File: config.mk
export PLATFORM = sky130hd
export DESIGN_NAME = i2c_regbyte_engine
export DESIGN_NICKNAME = d
export VERILOG_FILES = /design/src/rtl/i2c_regbyte_pkg.sv /design/src/rtl/regbyte_step_decoder.sv /design/src/rtl/regbyte_guard_timer.sv /design/src/rtl/regbyte_attempt_tracker.sv /design/src/rtl/i2c_regbyte_engine.sv
export SDC_FILE = /design/constraint.sdc
export NUM_CORES = 1
export LEC_CHECK = 0
export CAP_MARGIN = 20
export CORE_MARGIN = 3
export CORE_UTILIZATION = 35
export DETAILED_ROUTE_END_ITERATION = 7
export MAX_ROUTING_LAYER = met4
export PLACE_DENSITY = 0.65
export SLEW_MARGIN = 20
export SYNTH_ARGS = -nofsm -noshare
export SYNTH_HDL_FRONTEND = slang
export SYNTH_SLANG_ARGS = --single-unit
File: constraint.sdc
create_clock -name clk -period 2.55 [get_ports clk]
set_input_delay 0.51 -clock clk [delete_from_list [all_inputs] [get_ports clk]]
set_output_delay 0.51 -clock clk [all_outputs]
set_load 0.01 [all_outputs]
File: src/rtl/i2c_regbyte_pkg.sv
package i2c_regbyte_pkg;

  localparam int BYTE_W = 8;
  localparam int STEP_W = 3;

  // Last step index of each request kind
  localparam int WR_LAST_STEP = 4;
  localparam int RD_LAST_STEP = 7;

  typedef enum logic [1:0] {
    OP_START = 2'd0,
    OP_WRITE = 2'd1,
    OP_READ  = 2'd2,
    OP_STOP  = 2'd3
  } bus_op_e;

  typedef enum logic [2:0] {
    ST_IDLE,
    ST_GUARD,
    ST_ISSUE,
    ST_WAIT,
    ST_DECIDE
  } eng_state_e;

  typedef struct packed {
    bus_op_e             op;
    logic [BYTE_W-1:0]   byte_val;
    logic                last;          // final step of this attempt
    logic                ends_wr_xfer;  // STOP closing a write transfer
    logic                ends_rd_xfer;  // STOP closing a read transfer
    logic                is_read;       // the READ byte step
  } step_t;

endpackage

File: src/rtl/regbyte_step_decoder.sv
module regbyte_step_decoder
  import i2c_regbyte_pkg::*;
#(
  parameter logic [6:0] DEV_ADDR = 7'h20
) (
  input  logic              is_write,
  input  logic [STEP_W-1:0] step,
  input  logic [BYTE_W-1:0] reg_addr,
  input  logic [BYTE_W-1:0] wdata,
  output step_t             cur
);

  localparam logic [BYTE_W-1:0] ADDR_WR = {DEV_ADDR, 1'b0};
  localparam logic [BYTE_W-1:0] ADDR_RD = {DEV_ADDR, 1'b1};

  always_comb begin
    cur = '0;
    cur.op = OP_START;
    if (is_write) begin
      case (step)
        3'd0: cur.op = OP_START;
        3'd1: begin cur.op = OP_WRITE; cur.byte_val = ADDR_WR;  end
        3'd2: begin cur.op = OP_WRITE; cur.byte_val = reg_addr; end
        3'd3: begin cur.op = OP_WRITE; cur.byte_val = wdata;    end
        default: begin
          cur.op           = OP_STOP;
          cur.last         = 1'b1;
          cur.ends_wr_xfer = 1'b1;
        end
      endcase
    end else begin
      case (step)
        3'd0: cur.op = OP_START;
        3'd1: begin cur.op = OP_WRITE; cur.byte_val = ADDR_WR;  end
        3'd2: begin cur.op = OP_WRITE; cur.byte_val = reg_addr; end
        3'd3: begin cur.op = OP_STOP;  cur.ends_wr_xfer = 1'b1; end
        3'd4: cur.op = OP_START;
        3'd5: begin cur.op = OP_WRITE; cur.byte_val = ADDR_RD;  end
        3'd6: begin cur.op = OP_READ;  cur.is_read = 1'b1;      end
        default: begin
          cur.op           = OP_STOP;
          cur.last         = 1'b1;
          cur.ends_rd_xfer = 1'b1;
        end
      endcase
    end
  end

endmodule

File: src/rtl/regbyte_guard_timer.sv
module regbyte_guard_timer #(
  parameter int GUARD_CYCLES = 50
) (
  input  logic clk,
  input  logic rst_n,
  input  logic load,        // start a guard window
  input  logic mark_read,   // a read transfer just finished
  input  logic mark_write,  // a write transfer just finished
  output logic prev_read,
  output logic expired
);

  localparam int CNT_W = (GUARD_CYCLES < 2) ? 1 : $clog2(GUARD_CYCLES + 1);

  logic [CNT_W-1:0] cnt;

  always_ff @(posedge clk or negedge rst_n) begin
    if (!rst_n) begin
      cnt <= '0;
    end else if (load) begin
      cnt <= CNT_W'(GUARD_CYCLES - 1);
    end else if (cnt != '0) begin
      cnt <= cnt - CNT_W'(1);
    end
  end

  always_ff @(posedge clk or negedge rst_n) begin
    if (!rst_n) begin
      prev_read <= 1'b0;
    end else if (mark_read) begin
      prev_read <= 1'b1;
    end else if (mark_write) begin
      prev_read <= 1'b0;
    end
  end

  assign expired = (cnt == '0);

  // a finished write transfer leaves no pending guard flag
  a_r5_flag_cleared_by_write: assert property (@(posedge clk) disable iff (!rst_n)
    (mark_write && !mark_read) |=> !prev_read);

endmodule

File: src/rtl/regbyte_attempt_tracker.sv
module regbyte_attempt_tracker
  import i2c_regbyte_pkg::*;
#(
  parameter int                MAX_ATTEMPTS = 3,
  parameter logic [BYTE_W-1:0] FIFO_REG     = 8'h05,
  parameter logic [BYTE_W-1:0] ACCESS_REG   = 8'h00
) (
  input  logic              clk,
  input  logic              rst_n,
  input  logic              clear,
  input  logic              bump,
  input  logic              is_write,
  input  logic [BYTE_W-1:0] reg_addr,
  input  logic              fail,
  input  logic [BYTE_W-1:0] rbyte,
  output logic              retry,
  output logic [BYTE_W-1:0] final_val,
  output logic              final_err
);

  localparam int ATT_W = (MAX_ATTEMPTS < 2) ? 1 : $clog2(MAX_ATTEMPTS + 1);
  localparam logic [BYTE_W-1:0] ALL_ONES = '1;

  logic [ATT_W-1:0] used;  // attempts already repeated
  logic             more_left;

  always_ff @(posedge clk or negedge rst_n) begin
    if (!rst_n) begin
      used <= '0;
    end else if (clear) begin
      used <= '0;
    end else if (bump) begin
      used <= used + ATT_W'(1);
    end
  end

  assign more_left = (used < ATT_W'(MAX_ATTEMPTS - 1));
  assign final_val = fail ? ALL_ONES : rbyte;
  assign retry     = !is_write && (final_val == ALL_ONES) &&
                     (reg_addr != FIFO_REG) && more_left;
  assign final_err = fail && (is_write || (reg_addr != ACCESS_REG));

  // never more attempts than allowed
  a_r6_attempt_cap: assert property (@(posedge clk) disable iff (!rst_n)
    used < ATT_W'(MAX_ATTEMPTS));

  // only reads are repeated
  a_r6_bump_reads_only: assert property (@(posedge clk) disable iff (!rst_n)
    bump |-> !is_write);

  // the FIFO register never sees a second attempt
  a_r7_fifo_single: assert property (@(posedge clk) disable iff (!rst_n)
    (used != '0) |-> (reg_addr != FIFO_REG));

endmodule

File: src/rtl/i2c_regbyte_engine.sv
module i2c_regbyte_engine
  import i2c_regbyte_pkg::*;
#(
  parameter int                CLK_FREQ_HZ  = 125_000_000,
  parameter int                GUARD_US     = 250,
  parameter logic [6:0]        DEV_ADDR     = 7'h20,
  parameter int                MAX_ATTEMPTS = 3,
  parameter logic [BYTE_W-1:0] FIFO_REG     = 8'h05,
  parameter logic [BYTE_W-1:0] ACCESS_REG   = 8'h00
) (
  input  logic              clk,
  input  logic              rst_n,
  input  logic              req_valid,
  output logic              req_ready,
  input  logic              req_write,
  input  logic [BYTE_W-1:0] req_addr,
  input  logic [BYTE_W-1:0] req_wdata,
  output logic              done_valid,
  output logic [BYTE_W-1:0] done_rdata,
  output logic              done_err,
  output logic              cmd_valid,
  input  logic              cmd_ready,
  output logic [1:0]        cmd_op,
  output logic [BYTE_W-1:0] cmd_byte,
  input  logic              rsp_valid,
  input  logic [BYTE_W-1:0] rsp_data,
  input  logic              rsp_err
);

  localparam int RAW_GUARD    = ((CLK_FREQ_HZ / 1000) * GUARD_US) / 1000;
  localparam int GUARD_CYCLES = (RAW_GUARD < 1) ? 1 : RAW_GUARD;
  localparam int GAP_W        = $clog2(GUARD_CYCLES + 1) + 1;

  eng_state_e        state;
  logic [STEP_W-1:0] step;
  logic              wr_q;
  logic [BYTE_W-1:0] reg_q;
  logic [BYTE_W-1:0] data_q;
  logic              fail_q;
  logic [BYTE_W-1:0] rbyte_q;

  step_t             cur;
  logic              prev_read;
  logic              guard_done;
  logic              retry;
  logic [BYTE_W-1:0] final_val;
  logic              final_err;

  logic              accept;
  logic              rsp_take;
  logic              do_retry;
  logic              start_seq;
  logic              go_guard;
  logic              mark_read;
  logic              mark_write;

  regbyte_step_decoder #(
    .DEV_ADDR (DEV_ADDR)
  ) u_steps (
    .is_write (wr_q),
    .step     (step),
    .reg_addr (reg_q),
    .wdata    (data_q),
    .cur      (cur)
  );

  regbyte_guard_timer #(
    .GUARD_CYCLES (GUARD_CYCLES)
  ) u_guard (
    .clk        (clk),
    .rst_n      (rst_n),
    .load       (go_guard),
    .mark_read  (mark_read),
    .mark_write (mark_write),
    .prev_read  (prev_read),
    .expired    (guard_done)
  );

  regbyte_attempt_tracker #(
    .MAX_ATTEMPTS (MAX_ATTEMPTS),
    .FIFO_REG     (FIFO_REG),
    .ACCESS_REG   (ACCESS_REG)
  ) u_attempts (
    .clk       (clk),
    .rst_n     (rst_n),
    .clear     (accept),
    .bump      (do_retry),
    .is_write  (wr_q),
    .reg_addr  (reg_q),
    .fail      (fail_q),
    .rbyte     (rbyte_q),
    .retry     (retry),
    .final_val (final_val),
    .final_err (final_err)
  );

  assign req_ready  = (state == ST_IDLE);
  assign accept     = req_ready && req_valid;
  assign rsp_take   = (state == ST_WAIT) && rsp_valid;
  assign do_retry   = (state == ST_DECIDE) && retry;
  assign start_seq  = accept || do_retry;
  assign go_guard   = start_seq && prev_read;
  assign mark_read  = rsp_take && cur.ends_rd_xfer;
  assign mark_write = rsp_take && cur.ends_wr_xfer;

  assign cmd_valid  = (state == ST_ISSUE);
  assign cmd_op     = cur.op;
  assign cmd_byte   = cur.byte_val;

  always_ff @(posedge clk or negedge rst_n) begin
    if (!rst_n) begin
      state      <= ST_IDLE;
      step       <= '0;
      wr_q       <= 1'b0;
      reg_q      <= '0;
      data_q     <= '0;
      fail_q     <= 1'b0;
      rbyte_q    <= '0;
      done_valid <= 1'b0;
      done_rdata <= '0;
      done_err   <= 1'b0;
    end else begin
      done_valid <= 1'b0;
      case (state)
        ST_IDLE: begin
          if (accept) begin
            wr_q    <= req_write;
            reg_q   <= req_addr;
            data_q  <= req_wdata;
            step    <= '0;
            fail_q  <= 1'b0;
            rbyte_q <= '0;
            state   <= go_guard ? ST_GUARD : ST_ISSUE;
          end
        end
        ST_GUARD: begin
          if (guard_done) state <= ST_ISSUE;
        end
        ST_ISSUE: begin
          if (cmd_ready) state <= ST_WAIT;
        end
        ST_WAIT: begin
          if (rsp_valid) begin
            if (rsp_err)     fail_q  <= 1'b1;
            if (cur.is_read) rbyte_q <= rsp_data;
            if (cur.last) begin
              state <= ST_DECIDE;
            end else begin
              step  <= step + STEP_W'(1);
              state <= ST_ISSUE;
            end
          end
        end
        ST_DECIDE: begin
          if (retry) begin
            step    <= '0;
            fail_q  <= 1'b0;
            rbyte_q <= '0;
            state   <= go_guard ? ST_GUARD : ST_ISSUE;
          end else begin
            done_valid <= 1'b1;
            done_rdata <= wr_q ? '0 : final_val;
            done_err   <= final_err;
            state      <= ST_IDLE;
          end
        end
        default: state <= ST_IDLE;
      endcase
    end
  end

  // Cycles elapsed since the last read transfer closed (saturating)
  logic [GAP_W-1:0] rd_gap;

  always_ff @(posedge clk or negedge rst_n) begin
    if (!rst_n) begin
      rd_gap <= '0;
    end else if (mark_read) begin
      rd_gap <= '0;
    end else if (rd_gap < GAP_W'(GUARD_CYCLES)) begin
      rd_gap <= rd_gap + GAP_W'(1);
    end
  end

  // busy from acceptance onward
  a_r1_busy_after_accept: assert property (@(posedge clk) disable iff (!rst_n)
    (req_valid && req_ready) |=> !req_ready);

  // a pending command holds steady
  a_r11_cmd_hold: assert property (@(posedge clk) disable iff (!rst_n)
    (cmd_valid && !cmd_ready) |=> (cmd_valid && $stable(cmd_op) && $stable(cmd_byte)));

  // a transfer following a read is held back by the guard window
  a_r4_guard_gap: assert property (@(posedge clk) disable iff (!rst_n)
    (cmd_valid && (cmd_op == OP_START) && prev_read) |-> (rd_gap >= GAP_W'(GUARD_CYCLES)));

  // completion lasts one cycle
  a_r10_done_pulse: assert property (@(posedge clk) disable iff (!rst_n)
    done_valid |=> !done_valid);

  // a flagged read failure carries all ones
  a_r8_fail_all_ones: assert property (@(posedge clk) disable iff (!rst_n)
    (done_valid && done_err && (done_rdata != '0)) |-> (done_rdata == 8'hFF));

endmodule

==> impl_metrics.tcl <==
set metrics [dict create \
    antenna_found_initial 0 \
    clock.fmax_mhz 403 \
    clk_pin_slew_ns 0.08 \
    die_y_um 102 \
    cp_max_fo 7 \
    fin_nets 461 \
    fin_skew_ns 0.00689 \
    max_stage_delay_ns 0.46 \
    cts_inserted_buffers 9 \
    cts_tree "done" \
    vias 2838 \
    synth_warnings 0 \
    synth.area.top_cells "dfrtp_1, nand2_1, nor2_1" \
    grt_pass1_wl_mm 13.5 \
    via_per_inst 5.28 \
    p_leak_uw 0.00180 \
    synth_top_area_share_pct 46.8 \
    clock_sinks 60 \
    ff_latch_area_um2 1500 \
    layout_min_cycle_time_ns 2.48 \
    worstPathRequired_ns 2.04 \
    detail-route-antenna-nets 0 \
    synth_nets 397 \
    ios 53 \
    cpMostUsedCell "ha_2" \
    core_area_um2 8810 \
    irDropWorstVdd_v 0.000385 \
    synth_cells 360 \
    drc_errors 0 \
    root_buffer "clkbuf_8" \
    cts.path.max_buffers 2 \
    yosys.area.top_type "dfrtp_1" \
    grt_pass1_vias 2773 \
    avgSynthCellArea_um2 8.92 \
    syn_to_final_growth_pct 30.7 \
    finalMaxSlewViolations 0 \
    num-fill-cells 844 \
    die_x_um 102 \
    synth_area_um2 3210 \
    first_pass_iters 4 \
    synth_edf_count 0 \
    cap_violations 0 \
    synthArstFlopShare_pct 100 \
    tns_ns 0 \
    worstMarginPinSlew_ns 0.669 \
    multiInputGateArea_um2 1660 \
    rows 34 \
    start_util_pct 36.5 \
    io_buffers 52 \
    ys_ff_latch 60 \
    wl_per_cell_um 14.8 \
    ys_types 55 \
    report.final.setup_viol 0 \
    end_kind "primary output" \
    fin_crit_sh_pct 97.2 \
    place_area_um2 3940 \
    drive_gt1_share_pct 17.2 \
    slew_headroom_pct 55.3 \
    grt.total_usage_pct 17.1 \
    fin_util_pct 47.7 \
    globalRoute.totalOverflow 0 \
    power_density_nw_per_um2 996 \
    hold_class "in2async" \
    insertion_delay_ns 0.35 \
    synth.most_common_cell "nand2_1" \
    dr.first_iter.drc_count 167 \
    grt_max_degree 61 \
    arrival_ns 1.97 \
    startpoint_type "register" \
    gp_congestion 0.889 \
    finalHoldViolCount 0 \
    fin_area_um2 4200 \
    r2r_slack_ns 0.20 \
    crit_chain "ha_2, ha_2, and2_4, buf_6, a22oi_1, nor2_1, dlygate4sd2_1" \
    rr_worst_depth 6 \
    h-tree-depth 3 \
    postRouteWirelength_mm 7.97 \
    diodes 0 \
    crit_slowest_cell "dfrtp_2" \
    critPathKind "reg2out" \
    cts_hold_buf 0 \
    die_area_um2 10400 \
    outcome "finished, final reports clean" \
    synth-main-ff-cell "dfrtp_1" \
    synth_common_cells "nand2_1, dfrtp_1, nor2_1, clkbuf_1" \
    yosysSeqAreaShare_pct 46.8 \
    dpl.hpwl_mm 5.60 \
]
## per-layer routing
layer,vias to the layer above,share of wire (%),global-route usage [%]
li1,1397,-,-
met1,1357,47,22.1
met2,75,47,26.4
met3,9,4.5,3.79
met4,0,1.1,6.24
met5,-,0,-
## cell usage in the layout, fill, tap and decap left out, types with 3 or more instances in the layout
cell and instances:
mux2i_1 4, nand3_1 4, clkdlybuf4s50_1 41, or3_1 7, nor4_1 3, buf_4 16, clkdlybuf4s15_1 4, or4_1 6
clkbuf_8 9, o211ai_1 3, o31ai_1 13, o41ai_1 3, inv_1 7, o21bai_1 3, nor2_1 37, o21ai_0 12
nor3_1 9, a22oi_1 4, ha_2 3, dfrtp_1 58, and2_1 4, dlygate4sd2_1 5, nand4_1 3, nand2_1 82
mux2_2 10, a31oi_1 3, inv_2 3, a21oi_1 11, or2_2 3
## stage by stage
stage,setup WS [ns],power (uW),instances,hold WS [ns]
floorplan,0.282,2610,360,0.214
global placement,0.0849,3270,519,0.466
detailed placement,0.0599,3290,519,0.476
CTS,-0.00737,4150,536,0.167
global route,-0.00102,4510,537,0.183
finish,0.0705,4180,537,0.159
## final timing paths
path	start	end
worst min register to register	u_attempts.used[0]$_DFFE_PN0N_	u_attempts.used[0]$_DFFE_PN0N_
min in group clk	u_attempts.used[0]$_DFFE_PN0N_	u_attempts.used[0]$_DFFE_PN0N_
worst max register to register	u_guard.cnt[0]$_DFFE_PN0P_	u_guard.cnt[10]$_DFFE_PN0P_
max in group asynchronous	rst_n	step[1]$_DFFE_PN0P_
worst min-delay path	rst_n	u_guard.cnt[14]$_DFFE_PN0P_
worst max-delay path	step[0]$_DFFE_PN0P_	cmd_byte[4]
## final cells by class
class | instances | area share (%)
clock inverters | 6 | 1.52
well taps | 108 | 3.22
multi-input cells | 272 | 39.6
inverters | 10 | 0.894
clock buffers | 10 | 3.04
flip-flops and latches | 60 | 35.8
repair buffers | 71 | 15.9
## registers in the layout, indices dropped and copies added (netlist names)
signal	cells
data_q	8
done_err	1
done_rdata	8
done_valid	1
fail_q	1
rbyte_q	8
reg_q	8
state	3
step	3
u_attempts.used	2
u_guard.cnt	15
u_guard.prev_read	1
wr_q	1
## worst max-delay path, delay by kind of cell (launching register included)
family,cells,cell delay [ns]
DFF,1,0.46
buffers and inverters,2,0.41
adders and majority gates,2,0.39
and+or+nand+nor,2,0.22
AOI/OAI and AO/OA,1,0.13
## what timing repair did
| action | in CTS | in global routing |
|---|---|---|
| setup buffers | 1 | 1 |
| endpoints found under the setup margin | 10 | 8 |
| resized for setup | 18 | 17 |
| pin swaps | 0 | 1 |
## cells by family after synthesis
| group | after synthesis | share of synthesized area, % |
|---|---|---|
| AND/OR/NAND/NOR | 179 | 26.9 |
| AO/OA/AOI/OAI | 72 | 15.6 |
| flip-flops | 60 | 46.8 |
| buffers and inverters | 28 | 3.35 |
| multiplexers | 14 | 4.75 |
| adder cells (fa/ha/maj) | 6 | 2.34 |
| XOR/XNOR | 1 | 0.273 |
## where the power goes
| part | total (uW) | switching, uW | leakage, uW | internal [uW] |
|---|---|---|---|---|
| registers | 1610 | 356 | 0.000757 | 1250 |
| logic | 1720 | 878 | 0.000949 | 837 |
| clock network | 857 | 406 | 0.0000927 | 451 |
| total | 4180 | 1640 | 0.00180 | 2540 |
Note: power is estimated with default switching activity, not from simulation.
